File: config.mk
export PLATFORM = sky130hd
export DESIGN_NAME = rot_reg_remap
export DESIGN_NICKNAME = d
export VERILOG_FILES = /design/src/rtl/rrm_pkg.sv /design/src/rtl/rrm_base_ctr.sv /design/src/rtl/rrm_lookup.sv /design/src/rtl/rrm_class.sv /design/src/rtl/rot_reg_remap.sv
export SDC_FILE = /design/constraint.sdc
export NUM_CORES = 1
export LEC_CHECK = 0
export BUFFER_PORTS_ARGS = -buffer_cell sky130_fd_sc_hd__buf_2
export CORE_MARGIN = 2
export CORE_UTILIZATION = 48
export DETAILED_ROUTE_END_ITERATION = 6
export GPL_TIMING_DRIVEN = 0
export PLACE_DENSITY = 0.74
export SETUP_SLACK_MARGIN = 0.1
export SYNTH_ARGS = -nofsm -noshare
export SYNTH_HDL_FRONTEND = slang
export SYNTH_HIERARCHICAL = 1
export SYNTH_SLANG_ARGS = --single-unit
export TNS_END_PERCENT = 100
File: constraint.sdc
create_clock -name clk -period 8.7 [get_ports clk]
set_clock_uncertainty 0.05 [all_clocks]
set_input_delay 2.61 -clock clk [delete_from_list [all_inputs] [get_ports clk]]
set_output_delay 2.61 -clock clk [all_outputs]
set_load 0.02 [all_outputs]
File: src/rtl/rrm_pkg.sv
package rrm_pkg;

    typedef enum logic [1:0] {
        CK_NONE = 2'd0,
        CK_ZERO = 2'd1,
        CK_ONE  = 2'd2
    } const_kind_e;

    // Offset into the rotating region, wrapped with one conditional subtract
    // (both the offset and the base are below sz, so their sum is below 2*sz).
    function automatic int unsigned rot_index(input int unsigned lg,
                                              input int unsigned base,
                                              input int unsigned st,
                                              input int unsigned sz);
        int unsigned off;
        if (lg < st) return lg;
        off = lg - st + base;
        if (off >= sz) off = off - sz;
        return st + off;
    endfunction

    function automatic int unsigned base_after_step(input int unsigned b,
                                                    input int unsigned sz);
        return (b == 0) ? sz - 1 : b - 1;
    endfunction

    function automatic const_kind_e fr_const_kind(input int unsigned lg);
        case (lg)
            0:       return CK_ZERO;
            1:       return CK_ONE;
            default: return CK_NONE;
        endcase
    endfunction

endpackage

File: src/rtl/rrm_base_ctr.sv
module rrm_base_ctr
    import rrm_pkg::*;
#(
    parameter int unsigned SIZE = 96,
    parameter int unsigned W    = 7
) (
    input  logic         clk,
    input  logic         rst,
    input  logic         clr,
    input  logic         step,
    output logic [W-1:0] base
);

    always_ff @(posedge clk) begin
        if (rst || clr)
            base <= '0;
        else if (step)
            base <= W'(base_after_step(32'(base), SIZE));
    end

    assert_clear_zero_R9: assert property (@(posedge clk) disable iff (rst)
        clr |=> (base == '0));

    assert_hold_R9: assert property (@(posedge clk) disable iff (rst)
        (!clr && !step) |=> $stable(base));

    assert_step_down_R6: assert property (@(posedge clk) disable iff (rst)
        (step && !clr) |=> ((($past(base) == '0) && (32'(base) == SIZE - 1)) ||
                            (32'(base) + 1 == 32'($past(base)))));

    assert_base_range_R8: assert property (@(posedge clk) disable iff (rst)
        32'(base) < SIZE);

endmodule

File: src/rtl/rrm_lookup.sv
module rrm_lookup
    import rrm_pkg::*;
#(
    parameter int unsigned COUNT  = 128,
    parameter int unsigned STATIC = 32,
    parameter int unsigned IW     = 7,
    parameter int unsigned BW     = 7
) (
    input  logic [IW-1:0] log_idx,
    input  logic [BW-1:0] base,
    output logic [IW-1:0] phys_idx
);

    localparam int unsigned SIZE = COUNT - STATIC;

    always_comb begin
        phys_idx = IW'(rot_index(32'(log_idx), 32'(base), STATIC, SIZE));
        if (32'(log_idx) >= STATIC) begin
            assert_rot_range_R4: assert (32'(phys_idx) >= STATIC && 32'(phys_idx) < COUNT);
        end
    end

endmodule

File: src/rtl/rrm_class.sv
module rrm_class #(
    parameter int unsigned COUNT  = 128,
    parameter int unsigned STATIC = 32,
    parameter int unsigned NPORT  = 3,
    parameter int unsigned IW     = 7,
    parameter int unsigned BW     = 7
) (
    input  logic          clk,
    input  logic          rst,
    input  logic          clr,
    input  logic          step,
    input  logic [IW-1:0] log_idx  [NPORT],
    output logic [IW-1:0] phys_idx [NPORT]
);

    localparam int unsigned SIZE = COUNT - STATIC;

    logic [BW-1:0] base;

    rrm_base_ctr #(.SIZE(SIZE), .W(BW)) u_base (
        .clk  (clk),
        .rst  (rst),
        .clr  (clr),
        .step (step),
        .base (base)
    );

    for (genvar p = 0; p < NPORT; p++) begin : g_port
        rrm_lookup #(.COUNT(COUNT), .STATIC(STATIC), .IW(IW), .BW(BW)) u_lk (
            .log_idx  (log_idx[p]),
            .base     (base),
            .phys_idx (phys_idx[p])
        );
    end

endmodule

File: src/rtl/rot_reg_remap.sv
module rot_reg_remap
    import rrm_pkg::*;
#(
    parameter int unsigned GR_COUNT  = 128,
    parameter int unsigned GR_STATIC = 32,
    parameter int unsigned FR_COUNT  = 128,
    parameter int unsigned FR_STATIC = 32,
    parameter int unsigned PR_COUNT  = 64,
    parameter int unsigned PR_STATIC = 16
) (
    input  logic                          clk,
    input  logic                          rst,
    input  logic                          rot_step,
    input  logic                          base_clear,
    input  logic [$clog2(GR_COUNT)-1:0]   gr_src0_log,
    input  logic [$clog2(GR_COUNT)-1:0]   gr_src1_log,
    input  logic [$clog2(GR_COUNT)-1:0]   gr_dst_log,
    output logic [$clog2(GR_COUNT)-1:0]   gr_src0_phys,
    output logic [$clog2(GR_COUNT)-1:0]   gr_src1_phys,
    output logic [$clog2(GR_COUNT)-1:0]   gr_dst_phys,
    output logic                          gr_src0_zero,
    output logic                          gr_src1_zero,
    output logic                          gr_dst_zero,
    input  logic [$clog2(FR_COUNT)-1:0]   fr_src0_log,
    input  logic [$clog2(FR_COUNT)-1:0]   fr_src1_log,
    input  logic [$clog2(FR_COUNT)-1:0]   fr_dst_log,
    output logic [$clog2(FR_COUNT)-1:0]   fr_src0_phys,
    output logic [$clog2(FR_COUNT)-1:0]   fr_src1_phys,
    output logic [$clog2(FR_COUNT)-1:0]   fr_dst_phys,
    output logic [1:0]                    fr_src0_const,
    output logic [1:0]                    fr_src1_const,
    output logic [1:0]                    fr_dst_const,
    input  logic [$clog2(PR_COUNT)-1:0]   pr_src0_log,
    input  logic [$clog2(PR_COUNT)-1:0]   pr_src1_log,
    input  logic [$clog2(PR_COUNT)-1:0]   pr_dst_log,
    output logic [$clog2(PR_COUNT)-1:0]   pr_src0_phys,
    output logic [$clog2(PR_COUNT)-1:0]   pr_src1_phys,
    output logic [$clog2(PR_COUNT)-1:0]   pr_dst_phys
);

    localparam int unsigned NPORT = 3;
    localparam int unsigned GIW = $clog2(GR_COUNT);
    localparam int unsigned FIW = $clog2(FR_COUNT);
    localparam int unsigned PIW = $clog2(PR_COUNT);
    localparam int unsigned GBW = $clog2(GR_COUNT - GR_STATIC);
    localparam int unsigned FBW = $clog2(FR_COUNT - FR_STATIC);
    localparam int unsigned PBW = $clog2(PR_COUNT - PR_STATIC);

    logic [GIW-1:0] gr_log [NPORT];
    logic [GIW-1:0] gr_phy [NPORT];
    logic [FIW-1:0] fr_log [NPORT];
    logic [FIW-1:0] fr_phy [NPORT];
    logic [PIW-1:0] pr_log [NPORT];
    logic [PIW-1:0] pr_phy [NPORT];

    assign gr_log[0] = gr_src0_log;
    assign gr_log[1] = gr_src1_log;
    assign gr_log[2] = gr_dst_log;
    assign fr_log[0] = fr_src0_log;
    assign fr_log[1] = fr_src1_log;
    assign fr_log[2] = fr_dst_log;
    assign pr_log[0] = pr_src0_log;
    assign pr_log[1] = pr_src1_log;
    assign pr_log[2] = pr_dst_log;

    rrm_class #(.COUNT(GR_COUNT), .STATIC(GR_STATIC), .NPORT(NPORT), .IW(GIW), .BW(GBW)) u_gr (
        .clk (clk), .rst (rst), .clr (base_clear), .step (rot_step),
        .log_idx (gr_log), .phys_idx (gr_phy)
    );

    rrm_class #(.COUNT(FR_COUNT), .STATIC(FR_STATIC), .NPORT(NPORT), .IW(FIW), .BW(FBW)) u_fr (
        .clk (clk), .rst (rst), .clr (base_clear), .step (rot_step),
        .log_idx (fr_log), .phys_idx (fr_phy)
    );

    rrm_class #(.COUNT(PR_COUNT), .STATIC(PR_STATIC), .NPORT(NPORT), .IW(PIW), .BW(PBW)) u_pr (
        .clk (clk), .rst (rst), .clr (base_clear), .step (rot_step),
        .log_idx (pr_log), .phys_idx (pr_phy)
    );

    assign gr_src0_phys = gr_phy[0];
    assign gr_src1_phys = gr_phy[1];
    assign gr_dst_phys  = gr_phy[2];
    assign fr_src0_phys = fr_phy[0];
    assign fr_src1_phys = fr_phy[1];
    assign fr_dst_phys  = fr_phy[2];
    assign pr_src0_phys = pr_phy[0];
    assign pr_src1_phys = pr_phy[1];
    assign pr_dst_phys  = pr_phy[2];

    always_comb begin
        gr_src0_zero  = (gr_src0_log == '0);
        gr_src1_zero  = (gr_src1_log == '0);
        gr_dst_zero   = (gr_dst_log == '0);
        fr_src0_const = fr_const_kind(32'(fr_src0_log));
        fr_src1_const = fr_const_kind(32'(fr_src1_log));
        fr_dst_const  = fr_const_kind(32'(fr_dst_log));
    end

    assert_gr0_phys_zero_R10: assert property (@(posedge clk) disable iff (rst)
        gr_src0_zero |-> (gr_src0_phys == '0));

    assert_fr_const_static_R11: assert property (@(posedge clk) disable iff (rst)
        (fr_src0_const != 2'd0) |-> (32'(fr_src0_phys) < 2));

endmodule

# [Yosys cells after proc, flatten, opt, wreduce, memory -nomap -nowiden]
# Index checks and enable logic that the tools add are counted.
[word_totals] inputBits=64 wordCells=124 register_bits=20 output_inout_bits=69
[op_classes] n_reduce_logical=10 mux=51 eq_ne=3 add_sub_neg=39 n_lt_le_gt_ge=18
[op_table] cell=">= comparator 32 x 7 -> 1 bit (second input constant)" count=6
[op_table] cell="two-way mux 7 bit" count=26
[op_table] cell=">= comparator 32 x 6 -> 1 bit (second input constant)" count=3
[op_table] cell="two-way mux 6 bit" count=13
[op_table] cell="logical NOT 7 bit" count=8
[op_table] cell="adder 8 x 8 -> 9 bit" count=6
[op_table] cell="subtractor 7 x 6 -> 8 bit (second input constant)" count=6
[op_table] cell="adder 6 x 7 -> 7 bit (first input constant)" count=6
[op_table] cell="less-than comparator 7 x 6 -> 1 bit (second input constant)" count=6
[op_table] cell="subtractor 7 x 6 -> 7 bit (second input constant)" count=6
[op_table] cell="adder 7 x 7 -> 8 bit" count=3
[op_table] cell="equality test 7 x 1 -> 1 bit (second input constant)" count=3
[op_table] cell="subtractor 6 x 5 -> 7 bit (second input constant)" count=3
[op_table] cell="adder 5 x 6 -> 6 bit (first input constant)" count=3
[op_table] cell="less-than comparator 6 x 5 -> 1 bit (second input constant)" count=3
[op_table] cell="subtractor 6 x 5 -> 6 bit (second input constant)" count=3
[op_table] cell="subtractor 7 x 1 -> 7 bit (second input constant)" count=2
[op_table] cell="one-hot mux 2 bit (2 select lines)" count=3
[op_table] cell="two-way mux 1 bit" count=9
[op_table] cell="logical NOT 6 bit" count=1
[op_table] cell="subtractor 6 x 1 -> 6 bit (second input constant)" count=1
[op_table] cell="logical OR 1 bit" count=1

# [Depth between registers and ports, before layout]
# Gate-level depths: netlist (run 1).
[logic_depth] ltp_word=7 ltp_mapped=13 ltp_nobuf=13

# [Hierarchy]
# Netlist (run 1), hierarchy kept.
[by_module_without_submodules] mod="rrm_lookup (u_fr.g_port[1].u_lk ...)" seq_area_each_um2=0.0 n_inst=5 area_per_inst_um2=480.5 cells_per_inst=66
[by_module_without_submodules] mod="rrm_lookup (u_pr.g_port[0].u_lk ...)" seq_area_each_um2=0.0 n_inst=3 area_per_inst_um2=485.5 cells_per_inst=66
[by_module_without_submodules] mod="rrm_base_ctr (u_fr.u_base ...)" seq_area_each_um2=140.1 n_inst=2 area_per_inst_um2=410.4 cells_per_inst=43
[by_module_without_submodules] mod="rrm_lookup (u_fr.g_port[0].u_lk)" seq_area_each_um2=0.0 n_inst=1 area_per_inst_um2=470.5 cells_per_inst=64
[by_module_without_submodules] mod="rrm_base_ctr (u_pr.u_base)" seq_area_each_um2=120.1 n_inst=1 area_per_inst_um2=319.1 cells_per_inst=31
[by_module_without_submodules] mod="rot_reg_remap" seq_area_each_um2=0.0 n_inst=1 area_per_inst_um2=123.9 cells_per_inst=17

# [Worst setup path before layout (run 1)]
# OpenSTA, ideal clock, no wires.
[synth_timing] path_type="input to output" start="input port pr_dst_log[5]" end="output port pr_dst_phys[5]" cell_stages=13 slack_ns=1.004 t_arrival_ns=5.036 cell_sequence="inv_1 ha_1 inv_1 ha_1 nor4b_1 a21oi_1 o311ai_0 or2_1 ha_1 a211o_1 o21ai_2 a21oi_2 a2111oi_2"
[synth_between] elab_chain_len=7 elab_cells_between_ends=11
[synth_rtl] item="start: declaration" line="rot_reg_remap.sv:35" text="input logic [$clog2(PR_COUNT)-1:0] pr_dst_log,"
[synth_rtl] item="subtractor 6 x 5 -> 7 bit" line="rrm_pkg.sv:17" text="off = lg - st + base;"
[synth_rtl] item="adder 7 x 7 -> 8 bit" line="rrm_pkg.sv:17"
[synth_rtl] item=">= comparator 32 x 6 -> 1 bit or subtractor 6 x 5 -> 6 bit (tied branches)" line="rrm_pkg.sv:18" text="if (off >= sz) off = off - sz;"
[synth_rtl] item="two-way mux 6 bit" line="rrm_pkg.sv:18"
[synth_rtl] item="two-way mux 6 bit" line="rrm_pkg.sv:17"
[synth_rtl] item="adder 5 x 6 -> 6 bit" line="rrm_pkg.sv:19" text="return st + off;"
[synth_rtl] item="two-way mux 6 bit *" line="rrm_pkg.sv:17"
[synth_rtl] item="end: declaration" line="rot_reg_remap.sv:38" text="output logic [$clog2(PR_COUNT)-1:0] pr_dst_phys"
# Every way passes the cells marked *; elsewhere a longest branch is shown, timed or not. The select of a mux whose other input is x is not followed.

# [Final worst setup path (run 1)]
[layout_timing] start="input port pr_src1_log[4]" end="output port pr_src1_phys[5]"
[layout_between] elab_chain_len=7 elab_cells_between_ends=11
[layout_rtl] item="start: declaration" line="rot_reg_remap.sv:34" text="input logic [$clog2(PR_COUNT)-1:0] pr_src1_log,"
[layout_rtl] item="subtractor 6 x 5 -> 7 bit" line="rrm_pkg.sv:17"
[layout_rtl] item="adder 7 x 7 -> 8 bit" line="rrm_pkg.sv:17"
[layout_rtl] item=">= comparator 32 x 6 -> 1 bit or subtractor 6 x 5 -> 6 bit (tied branches)" line="rrm_pkg.sv:18"
[layout_rtl] item="two-way mux 6 bit" line="rrm_pkg.sv:18"
[layout_rtl] item="two-way mux 6 bit" line="rrm_pkg.sv:17"
[layout_rtl] item="adder 5 x 6 -> 6 bit" line="rrm_pkg.sv:19"
[layout_rtl] item="two-way mux 6 bit *" line="rrm_pkg.sv:17"
[layout_rtl] item="end: declaration" line="rot_reg_remap.sv:37" text="output logic [$clog2(PR_COUNT)-1:0] pr_src1_phys,"
# Marks and branches as above.

==> results of run 1 <==
[critical path: stages]
cell       delay, ps
buf_2            100
inv_1             60
ha_1             280
inv_1             40
ha_1             330
nor4b_1          170
a21oi_1          130
o311ai_0         130
or2_1            280
ha_1             230
a211o_1          240
o21ai_2           90
a21oi_2           60
a2111oi_2        330
buf_2            220
[report_power, final]
part | total [µW] | internal (µW) | switching (µW)
clock | 103 | 70.0 | 33.3
sequential | 114 | 97.5 | 16.2
combinational | 523 | 224 | 299
total | 740 | 391 | 348
[per-stage QoR]
| stage | setup slack, ps | instance area [µm²] | hold slack [ps] | power [µW] | utilization, % |
|---|---|---|---|---|---|
| floorplan | 1000 | 5590 | 441 | 508 | - |
| global placement | 761 | 6430 | 520 | 631 | 56.3 |
| detailed placement | 744 | 6430 | 522 | 637 | 56.3 |
| CTS | 738 | 6520 | 531 | 745 | 57.1 |
| global route | 571 | 6520 | 556 | 809 | 57.1 |
| finish | 744 | 6520 | 526 | 740 | 57.1 |
[cell usage after synthesis (12+ instances only)]
cell	number	area [µm²]
clkbuf_1	15	56.3
nand3_1	15	75.1
xor2_1	16	140
nor3_1	12	60.1
nand2b_1	13	81.3
dfxtp_1	20	400
o21ai_0	23	115
a211oi_1	17	128
a21oi_1	42	210
ha_1	78	976
inv_1	82	308
o21ai_1	25	125
nor2_1	61	229
nand2_1	60	225
[flip-flops by register name, summed over array words and instances, names as in the netlist]
name and flops:
u_fr/u_base/base 7, u_gr/u_base/base 7, u_pr/u_base/base 6
[area by class of cell]
class | count | area, µm²
Buffer | 17 | 71.3
Clock buffer | 4 | 88.8
Fill cell | 1118 | 4900
Inverter | 82 | 308
Multi-Input combinational cell | 607 | 4810
Sequential cell | 20 | 400
Tap cell | 143 | 179
Timing Repair Buffer | 132 | 661
[worst paths after layout]
kind	endpoint	slack, ps
min	u_fr/u_base/base[6]	530
max reg2reg	u_fr/u_base/base[3]	7010
min reg2reg	u_fr/u_base/base[6]	530
max	pr_src1_phys[5]	740
[routing by layer]
| layer | share of wire (%) | global-route usage, % | vias to the layer above |
|---|---|---|---|
| li1 | - | - | 2979 |
| met1 | 49 | 28.5 | 2543 |
| met2 | 46 | 35.3 | 120 |
| met3 | 4.2 | 2.50 | 10 |
| met4 | 0.60 | 2.93 | 0 |
| met5 | 0 | 0 | - |
[kinds of logic (layout without fill, tap and decap cells)]
logic type,Yosys count,after routing
muxes,9,9
adders and majority gates,87,87
DFF,20,20
AOI/OAI and AO/OA,227,227
buffers and inverters,99,235
xor gates and xnor gates,28,28
and+or+nand+nor,256,256
==> run summary, run 1 <==
The setup fix buffers added after clock tree synthesis came out at 0. The detailed router finished its first iteration with 257 violations. The first element of the critical path is pr_src1_log[4]. The async set-or-reset flop fraction in the synthesized netlist came out at 0%.

The fraction of the mapped netlist area in simple logic gates came out at 27.4%. The most common library cell in the layout ignoring fill and taps is buf_2. The number of hold violations in the final report was 0. The net count of the finished layout is 1014. In this run the clock root is driven by a clkbuf_16. Synthesis inferred 20 register bits. Compared with the post-synthesis result, the final layout area differs by 16.6%. Global routing finished with a remaining overflow of 0. The remaining antenna violation count after routing came out at 0. The cell area after synthesis is about 5600 µm². The count of cell types in the netlist is 74. Counting cells, the worst reg-to-reg path comes to 5. The setup TNS came out at 0 ps.

The count of yosys warnings during synthesis came out at 6. The number of hold buffers added after CTS is 0. Once the floorplan was initialized, standard cells occupied between 40% and 50% of the core.

The initial antenna violation count is 0. TritonCTS built the clock tree. The area of the core came out at 11400 µm². The complex-gate fraction of the synthesized area came out at about a third. The number of instances in the synthesized netlist came out at 726. In the synthesized netlist the dominant register cell turns out to be dfxtp_1. At the end of routability-driven placement, the weighted congestion stood at 0.854. For this design the top-level I/O count stands at 133.

The required time reported for the critical path endpoint came out at about 6000 ps. The die footprint came out at approximately 13000 µm². The maximum number of pins on one net before global-route repair came out at 12. The portion of netlist area occupied by mux cells came out at 1.81%. The worst setup path is launched from a primary input. The beginning of the worst hold path is u_fr/u_base/base[6]. Of all nets on the critical path, the largest fanout is 5. In this run, synthesis inferred 0 flip-flops with an integrated enable.

The total instance count after detailed placement came out at 1001. After Yosys synthesis, full adders, half adders and majority gates account for roughly a fifth of the synthesized area. TritonCTS created 3 clock buffers. The count of non-filler cells in the finished layout is between 1k and 1.5k. The path class of the tightest hold or removal check is flop to flop. Buffers placed on the I/O ports in this run total 132. The areal power density over the cells is ~110 nW/µm².

The routed wirelength normalized by instance count is around 13 µm. The number of max-cap violations is 0. The first-pass GRT wire length is around 23000 µm. In the routed design, unresolved DRC markers number 0. In this run the critical register-to-register path is launched from u_fr/u_base/base[0]. The total iterations of the first detailed-routing run came out at 4.

The data arrival time at the worst-slack endpoint came out at roughly 5300 ps. In this run, post-CTS repair resized a total of 0 instances. In the global route stage, overall resource usage came out at 20.6%. The library cells used most frequently in the layout, excluding fill and tap cells, are buf_2 (132), inv_1 (82), ha_1 (78). In the routed layout, each cell is associated on average with a via count of around 5.6. The synthesized area per cell came out at about 7.7 µm². Clock latency on the worst-skew pair, taken at its later pin, is approximately 250 ps. The worst vdd rail ir drop is slightly above 0.06 mV. The count of vias placed by the detailed router came out at around 5.7k.

The critical path is of the primary input to output pin type. The clock transition at the registers of the reported paths came out at 50 ps. The static leakage is around 0.0030 µW. The worst pin sits at a relative slew slack of 63.7%. The post-route fraction of the period consumed by the critical path is between 90% and 100%. The upper clock frequency limit came out at about 130 MHz. After Yosys synthesis, XOR and XNOR cells account for ~4.8% of the synthesized area.

The worst setup path is captured at an output pin. The minimum clock period after layout is just under 8000 ps. The net count after synthesis came out at ~900. Of the cells placed in the final design, the portion with a size suffix greater than 1 is approximately 25%. The run finished with clean final reports. The number of global-route vias before repair came out at 5141. The post-detailed-placement half-perimeter wirelength came out at 10700 µm. The instance count along the most critical hold path came out at 2.

The final wirelength is ~13000 µm. The clock sink count is 20. Setup repair after global routing left no endpoint under its margin. The final number of max-transition violations is 0. For the pin with the worst max-slew slack, the measured transition is 537 ps.

The total setup violations reported at the end of the flow came out at 0. The number of antenna diodes is 0. The die extent in x is roughly 110 µm. The number of buffers on the longest clock path is 2. The sequential area share after synthesis came out at between 7 and 8%. The number of rows created at floorplan is 39.

The height of the chip is ~110 µm. The total number of H-tree levels is 1. After synthesis, the largest family of logic cells by area is compound AO/OA/AOI/OAI gates.
No activity file was read; power rests on OpenSTA's default activity.
==> run 2: changes to the inputs <==
Settings changed: CELL_PAD_IN_SITES_DETAIL_PLACEMENT set to 0, CELL_PAD_IN_SITES_GLOBAL_PLACEMENT set to 1, CORE_UTILIZATION 48 to 44, PLACE_DENSITY 0.74 to 0.9.
==> run 2 against run 1 <==
  * Utilization is 4.8 points lower
  * Clock power is 10% lower
  * Die area is 8.8% higher
  * Flip-flop and latch count stayed put
  * Worst hold slack better by 5.7 ps
  * Critical path depth stayed put
  * Power is 1.4% lower
  * Cell area is 0.35% higher
  * Combinational power hardly changed
  * Routed wire length is 2.8% higher
  * Via count is 0.34% higher
==> run summary, run 2 (synthesis gave the netlist of run 1 again) <==
The remaining antenna violation count after routing came out at 0 (unchanged). The number of design rule violations left after detail routing came out at 0 (unchanged). The sort of element at the end of the critical path is an output pin. The die extent in x came to 117 µm (+4.3%).

The area growth from synthesis to layout is 17.0%. The net switching fraction of the power came out at 47.6% (+0.54 points). The number of rows created at floorplan is 41 (+5.1%).

The final wirelength is 13300 µm (+2.8%). The actual slew at the worst max-slew pin was 473 ps (-64.2 ps). The count of vias placed by the detailed router is 5671 (+0.34%).

The routed via count divided by cell count is 5.49 (-2.4%). The first-pass GRT wire length came to 21900 µm (-4.0%). The clock latency on the worst-skew pair is 250 ps (about the same).

The clock transition at the registers of the reported paths is 50 ps (about the same). The final weighted congestion in routability-driven placement is 0.839 (-1.7%). The setup fix buffers added after clock tree synthesis was 0 (unchanged). The fraction of final layout cells with drive strength greater than 1 is 25.1% (-0.087 points). The post-cts resize count is 0 (unchanged). The worst setup path is launched from a primary input.

TritonCTS built the clock tree. The total setup violations reported at the end of the flow was 0 (unchanged). The number of DRC markers after the initial detailed-route iteration was 290 (+13%). The design internal power came to 382 µW (-2.4%). The number of antenna diodes came to 0 (unchanged). Setup repair after global routing left no endpoint under its margin. The static leakage is 0.00298 µW (-0.24%). The critical path is of the primary input to output pin type. The largest registers in the layout are u_fr/u_base/base (7), u_gr/u_base/base (7), u_pr/u_base/base (6).

The routed wirelength normalized by instance count came out at 12.9 µm (about the same). The number of global-route vias before repair came out at 4846 (-5.7%). The number of buffers on the longest clock path came out at 2 (unchanged). The critical-path maximum fanout was 5 (unchanged).

The library cells used most frequently in the layout, excluding fill and tap cells, are buf_2 (132), inv_1 (82), ha_1 (78). The minimum clock period after layout is 7860 ps (-98.8 ps). The aggregate global routing overflow is 0 (unchanged).

The tightest slew margin relative to the limit is 68.1% (+4.3 points). The count of fill cells added during filler insertion is 1305 (+17%). The initial antenna violation count came out at 0 (unchanged). The area of the core came out at 12500 µm² (+9.6%). The clock buffer count from CTS is 3 (unchanged).

The final number of max-transition violations is 0 (unchanged). The clock share of power is 12.7% (-1.3 points). The total I/O pin count came out at 133 (unchanged). The run finished with clean final reports. The number of hold violations in the final report came out at 0 (unchanged). The required time reported for the critical path endpoint is 6040 ps (about the same).

The data arrival time at the worst-slack endpoint came out at 5200 ps (-100 ps). The maximum number of pins on one net before global-route repair is 12 (unchanged). The number of max-cap violations came to 0 (unchanged). The post-detailed-placement half-perimeter wirelength was 11100 µm (+3.9%). The total iterations of the first detailed-routing run came out at 5 (+1). The post-route worst setup slack is 843 ps (+98.8 ps). The tree is rooted in a clkbuf_16. The post-route fraction of the period consumed by the critical path came out at 90.3% (-1.1 points). The clock sink count is 20 (unchanged). Leaving out fill and tap cells, the most frequent cell in the layout is buf_2. The die footprint is 13600 µm² (+8.8%). The starting utilization of the core area is 44.7% (-4.3 points). The number of I/O port buffers came out at 132 (unchanged).

The number of hold buffers added after CTS was 0 (unchanged). The power share of the combinational group came to 71.7% (+1.0 points). The total number of H-tree levels is 1 (unchanged). The register share of total power came out at 15.6% (+0.2 points). The count of nets after finishing came to 1014 (unchanged). The height of the chip is 117 µm (+4.3%).

The upper clock frequency limit came out at 127 MHz (+1.3%). The path class of the tightest hold or removal check is flop to flop. The setup TNS is 0 ps (unchanged). The switching power is 347 µW (-0.29%). The total global routing track utilization came out at 18.9% (-1.7 points).

The worst vdd rail ir drop was 0.0560 mV (-8.8%). The worst setup slack before clock tree synthesis came out at 826 ps (+82.6 ps). The areal power density over the cells came out at 111 nW/µm² (-1.8%).
## run 2: final cells by class
| type | count | area [µm²] | share of cell area [%] |
|---|---|---|---|
| tap | 172 | 215 | 3.29 |
| timing repair buffer | 132 | 661 | 10.1 |
| inverter | 82 | 308 | 4.70 |
| sequential | 20 | 400 | 6.12 |
| buffer | 17 | 71.3 | 1.09 |
| clock buffer | 3 | 75.1 | 1.15 |
| multi-input combinational | 607 | 4810 | 73.6 |
## run 2: final timing paths
kind	startpoint	endpoint	slack, ps	depth (start not counted)
setup / recovery	pr_src1_log[4]	pr_src1_phys[5]	840	15
hold / removal	u_gr/u_base/base[6]	u_gr/u_base/base[6]	530	2
setup reg to reg	u_gr/u_base/base[0]	u_gr/u_base/base[3]	7050	5
hold reg to reg	u_gr/u_base/base[6]	u_gr/u_base/base[6]	530	2
## run 2: stage by stage
stage | power, µW | instances | hold slack, ps | instance area, µm² | utilization [%]
final | 729 | 1033 | 532 | 6540 | 52.3
after global routing | 797 | 1033 | 603 | 6540 | 52.3
after CTS | 735 | 1033 | 544 | 6540 | 52.3
after detailed placement | 638 | 1030 | 536 | 6470 | 51.7
after global placement | 635 | 1030 | 523 | 6470 | 51.7
after floorplan | 508 | 726 | 441 | 5590 | -
## run 2: per-layer routing
metal | vias to the layer above | global-route usage, % | wire [µm]
met2 | 100 | 33.8 | 6230
met1 | 2585 | 25.9 | 6580
li1 | 2984 | - | -
met5 | - | 0 | 0
met3 | 2 | 1.25 | 488
met4 | 0 | 1.88 | 37
## run 2: critical path, cell delays in order
cell and delay [ps]:
buf_2 90, inv_1 50, ha_1 280, inv_1 40, ha_1 330, nor4b_1 160, a21oi_1 110, o311ai_0 110
or2_1 270, ha_1 230, a211o_1 250, o21ai_2 80, a21oi_2 50, a2111oi_2 310, buf_2 210
## run 2: power by group through the flow
stage | Sequential, µW | Combinational (µW) | Clock, µW
2_1_floorplan | 110 | 399 | 0
3_3_place_gp | 116 | 519 | 0
3_5_place_dp | 117 | 522 | 0
4_1_cts | 115 | 525 | 95.9
5_1_grt | 116 | 582 | 99.5
6_report | 114 | 522 | 92.5
==> run 3: changes to the inputs <==
Settings changed: RECOVER_POWER set to 50.
==> run 3 against run 2 <==
  * Clock power fell by 0.5%
  * Non-clock buffer count is the same
  * Flip-flop and latch count stayed put
  * Register-to-register slack worse by 20 ps
  * Maximum frequency barely moved
  * Routed wire length grew 0.29%
  * Combinational power fell by 0.8%
  * Global-route usage unchanged
  * First-iteration DRC count is 3.4% lower
  * Cell area shrank 1.2%
  * Critical path type unchanged
==> run summary, run 3 (synthesis gave the netlist of run 1 again) <==
The critical path in this run is classified as primary input to output pin. The post-route worst setup slack was 838 ps (-4.58 ps). The number of rows created at floorplan was 41 (unchanged). The final wirelength is 13400 µm (+0.29%). The total setup violations reported at the end of the flow is 0 (unchanged). The worst vdd rail ir drop came out at 0.0560 mV (+0.11%).

The data arrival time at the worst-slack endpoint is 5200 ps (about the same). The area growth from synthesis to layout came out at 15.6%. The routed wirelength normalized by instance count is 12.9 µm (+0.29%). The remaining antenna violation count after routing is 0 (unchanged). The area occupied by multi-input gates came out at 4770 µm² (-0.83%). The die footprint is 13600 µm² (unchanged). The most common library cell in the layout ignoring fill and taps is buf_2.

The number of buffers on the longest clock path came out at 2 (unchanged). The aggregate global routing overflow is 0 (unchanged). The clock buffer count from CTS is 3 (unchanged). The cell sitting at the root of the clock tree is a clkbuf_16. The total iterations of the first detailed-routing run came out at 4 (-1). The die extent in x is 117 µm (unchanged).

The post-route core utilization is 51.6% (-0.63 points). The post-route fraction of the period consumed by the critical path came out at 90.4% (about the same). The register share of total power came out at 15.7% (about the same). The required time reported for the critical path endpoint came out at 6040 ps (about the same). The number of global-route vias before repair came to 4846 (unchanged). The worst setup path is captured at an output pin. The area of the core was 12500 µm² (unchanged). The final number of max-transition violations was 0 (unchanged). The upper clock frequency limit came out at 127 MHz (about the same). The total global routing track utilization was 18.9% (unchanged). The areal power density over the cells came out at 112 nW/µm² (+0.39%). The clock latency on the worst-skew pair is 250 ps (about the same). The post-cts resize count is 0 (unchanged). The net switching fraction of the power is 47.9% (+0.23 points). The tightest slew margin relative to the limit is 54.3% (-14 points).

The largest registers in the layout are u_fr/u_base/base (7), u_gr/u_base/base (7), u_pr/u_base/base (6). The first-pass GRT wire length came out at 21900 µm (unchanged). The initial antenna violation count was 0 (unchanged). The setup TNS was 0 ps (unchanged). The number of hold violations in the final report came to 0 (unchanged). The post-detailed-placement half-perimeter wirelength came out at 11100 µm (unchanged). The final hold slack was 536 ps (+3.90 ps).

The total number of H-tree levels is 1 (unchanged). The clock sink count came to 20 (unchanged). The number of hold buffers added after CTS came out at 0 (unchanged).

The TritonCTS clock tree is done. The minimum clock period after layout was 7860 ps (+4.58 ps). The clock share of power came out at 12.7% (about the same). The number of I/O port buffers came to 132 (unchanged).

The total I/O pin count was 133 (unchanged). The number of antenna diodes is 0 (unchanged). The maximum number of pins on one net before global-route repair came out at 12 (unchanged). The count of nets after finishing is 1014 (unchanged). The final weighted congestion in routability-driven placement came to 0.839 (unchanged).

The actual slew at the worst max-slew pin came out at 676 ps (+203 ps). The overall power after layout was 723 µW (-0.82%). The number of max-cap violations came out at 0 (unchanged).

The flow ran to the end, and the final reports show no timing, DRC or antenna violations. The power share of the combinational group came out at 71.6% (about the same). The worst setup slack before clock tree synthesis came out at 826 ps (unchanged).

The static leakage is 0.00288 µW (-3.6%). The design internal power is 377 µW (-1.3%). The fraction of final layout cells with drive strength greater than 1 came out at 21.4% (-3.7 points). The starting utilization of the core area is 44.7% (unchanged). The critical path startpoint category is a primary input. The count of fill cells added during filler insertion is 1329 (+1.8%). The setup fix buffers added after clock tree synthesis came out at 0 (unchanged).

The clock transition at the registers of the reported paths was 50 ps (about the same). The switching power is 346 µW (-0.35%). Setup repair after global routing left no endpoint under its margin.

The sequential cell area is 400 µm² (unchanged). The critical-path maximum fanout came out at 5 (unchanged). In the layout the commonest cells are buf_2 (107), inv_1 (82), ha_1 (78).

The number of DRC markers after the initial detailed-route iteration came out at 280 (-3.4%). The number of design rule violations left after detail routing came out at 0 (unchanged). The path class of the tightest hold or removal check is flop to flop.

The routed via count divided by cell count came out at 5.48 (-0.26%). The height of the chip came to 117 µm (unchanged). The count of vias placed by the detailed router was 5656 (-0.26%).
[run 3: layer usage]
| metal | routed length (µm) | part of all wire, % | global-route usage, % | vias to the layer above |
|---|---|---|---|---|
| met5 | 0 | 0 | 0 | - |
| met2 | 6210 | 46 | 33.8 | 99 |
| met3 | 456 | 3.4 | 1.25 | 4 |
| met1 | 6660 | 50 | 25.9 | 2570 |
| met4 | 48 | 0.36 | 1.88 | 0 |
| li1 | - | - | - | 2983 |
[run 3: worst paths after layout]
kind         slack (ps)           startpoint  cells after the start                  end
max                 840       pr_src0_log[4]                     15      pr_src0_phys[5]
min                 540  u_gr/u_base/base[6]                      2  u_gr/u_base/base[6]
max reg2reg        7030  u_gr/u_base/base[2]                      3  u_gr/u_base/base[5]
min reg2reg         540  u_gr/u_base/base[6]                      2  u_gr/u_base/base[6]
[run 3: through the flow]
| stage | cells | instance area [µm²] |
|---|---|---|
| 2_1_floorplan | 726 | 5590 |
| 3_3_place_gp | 1030 | 6470 |
| 3_5_place_dp | 1030 | 6470 |
| 4_1_cts | 1033 | 6540 |
| 5_1_grt | 1033 | 6460 |
| 6_report | 1033 | 6460 |
[run 3: area by class of cell]
class	count	share of cell area (%)
Clock buffer	3	1.16
Inverter	82	4.76
Multi-Input combinational cell	607	73.8
Tap cell	172	3.33
Sequential cell	20	6.19
Timing Repair Buffer	132	9.73
Buffer	17	0.987
[run 3: power by group through the flow]
stage	clock, µW	combinational [µW]	sequential, µW
global placement	0	519	116
floorplan	0	399	110
finish	92.0	518	113
CTS	95.9	525	115
global route	99.5	576	115
detailed placement	0	522	117
[run 3: critical path: stages]
cell and delay (ps):
buf_2 80, inv_1 50, ha_1 270, inv_1 40, ha_1 330, nor4b_1 160, a21oi_1 100, o311ai_0 140
or2_1 280, ha_1 230, a211o_1 240, o21ai_2 80, a21oi_2 50, a2111oi_2 310, buf_2 220
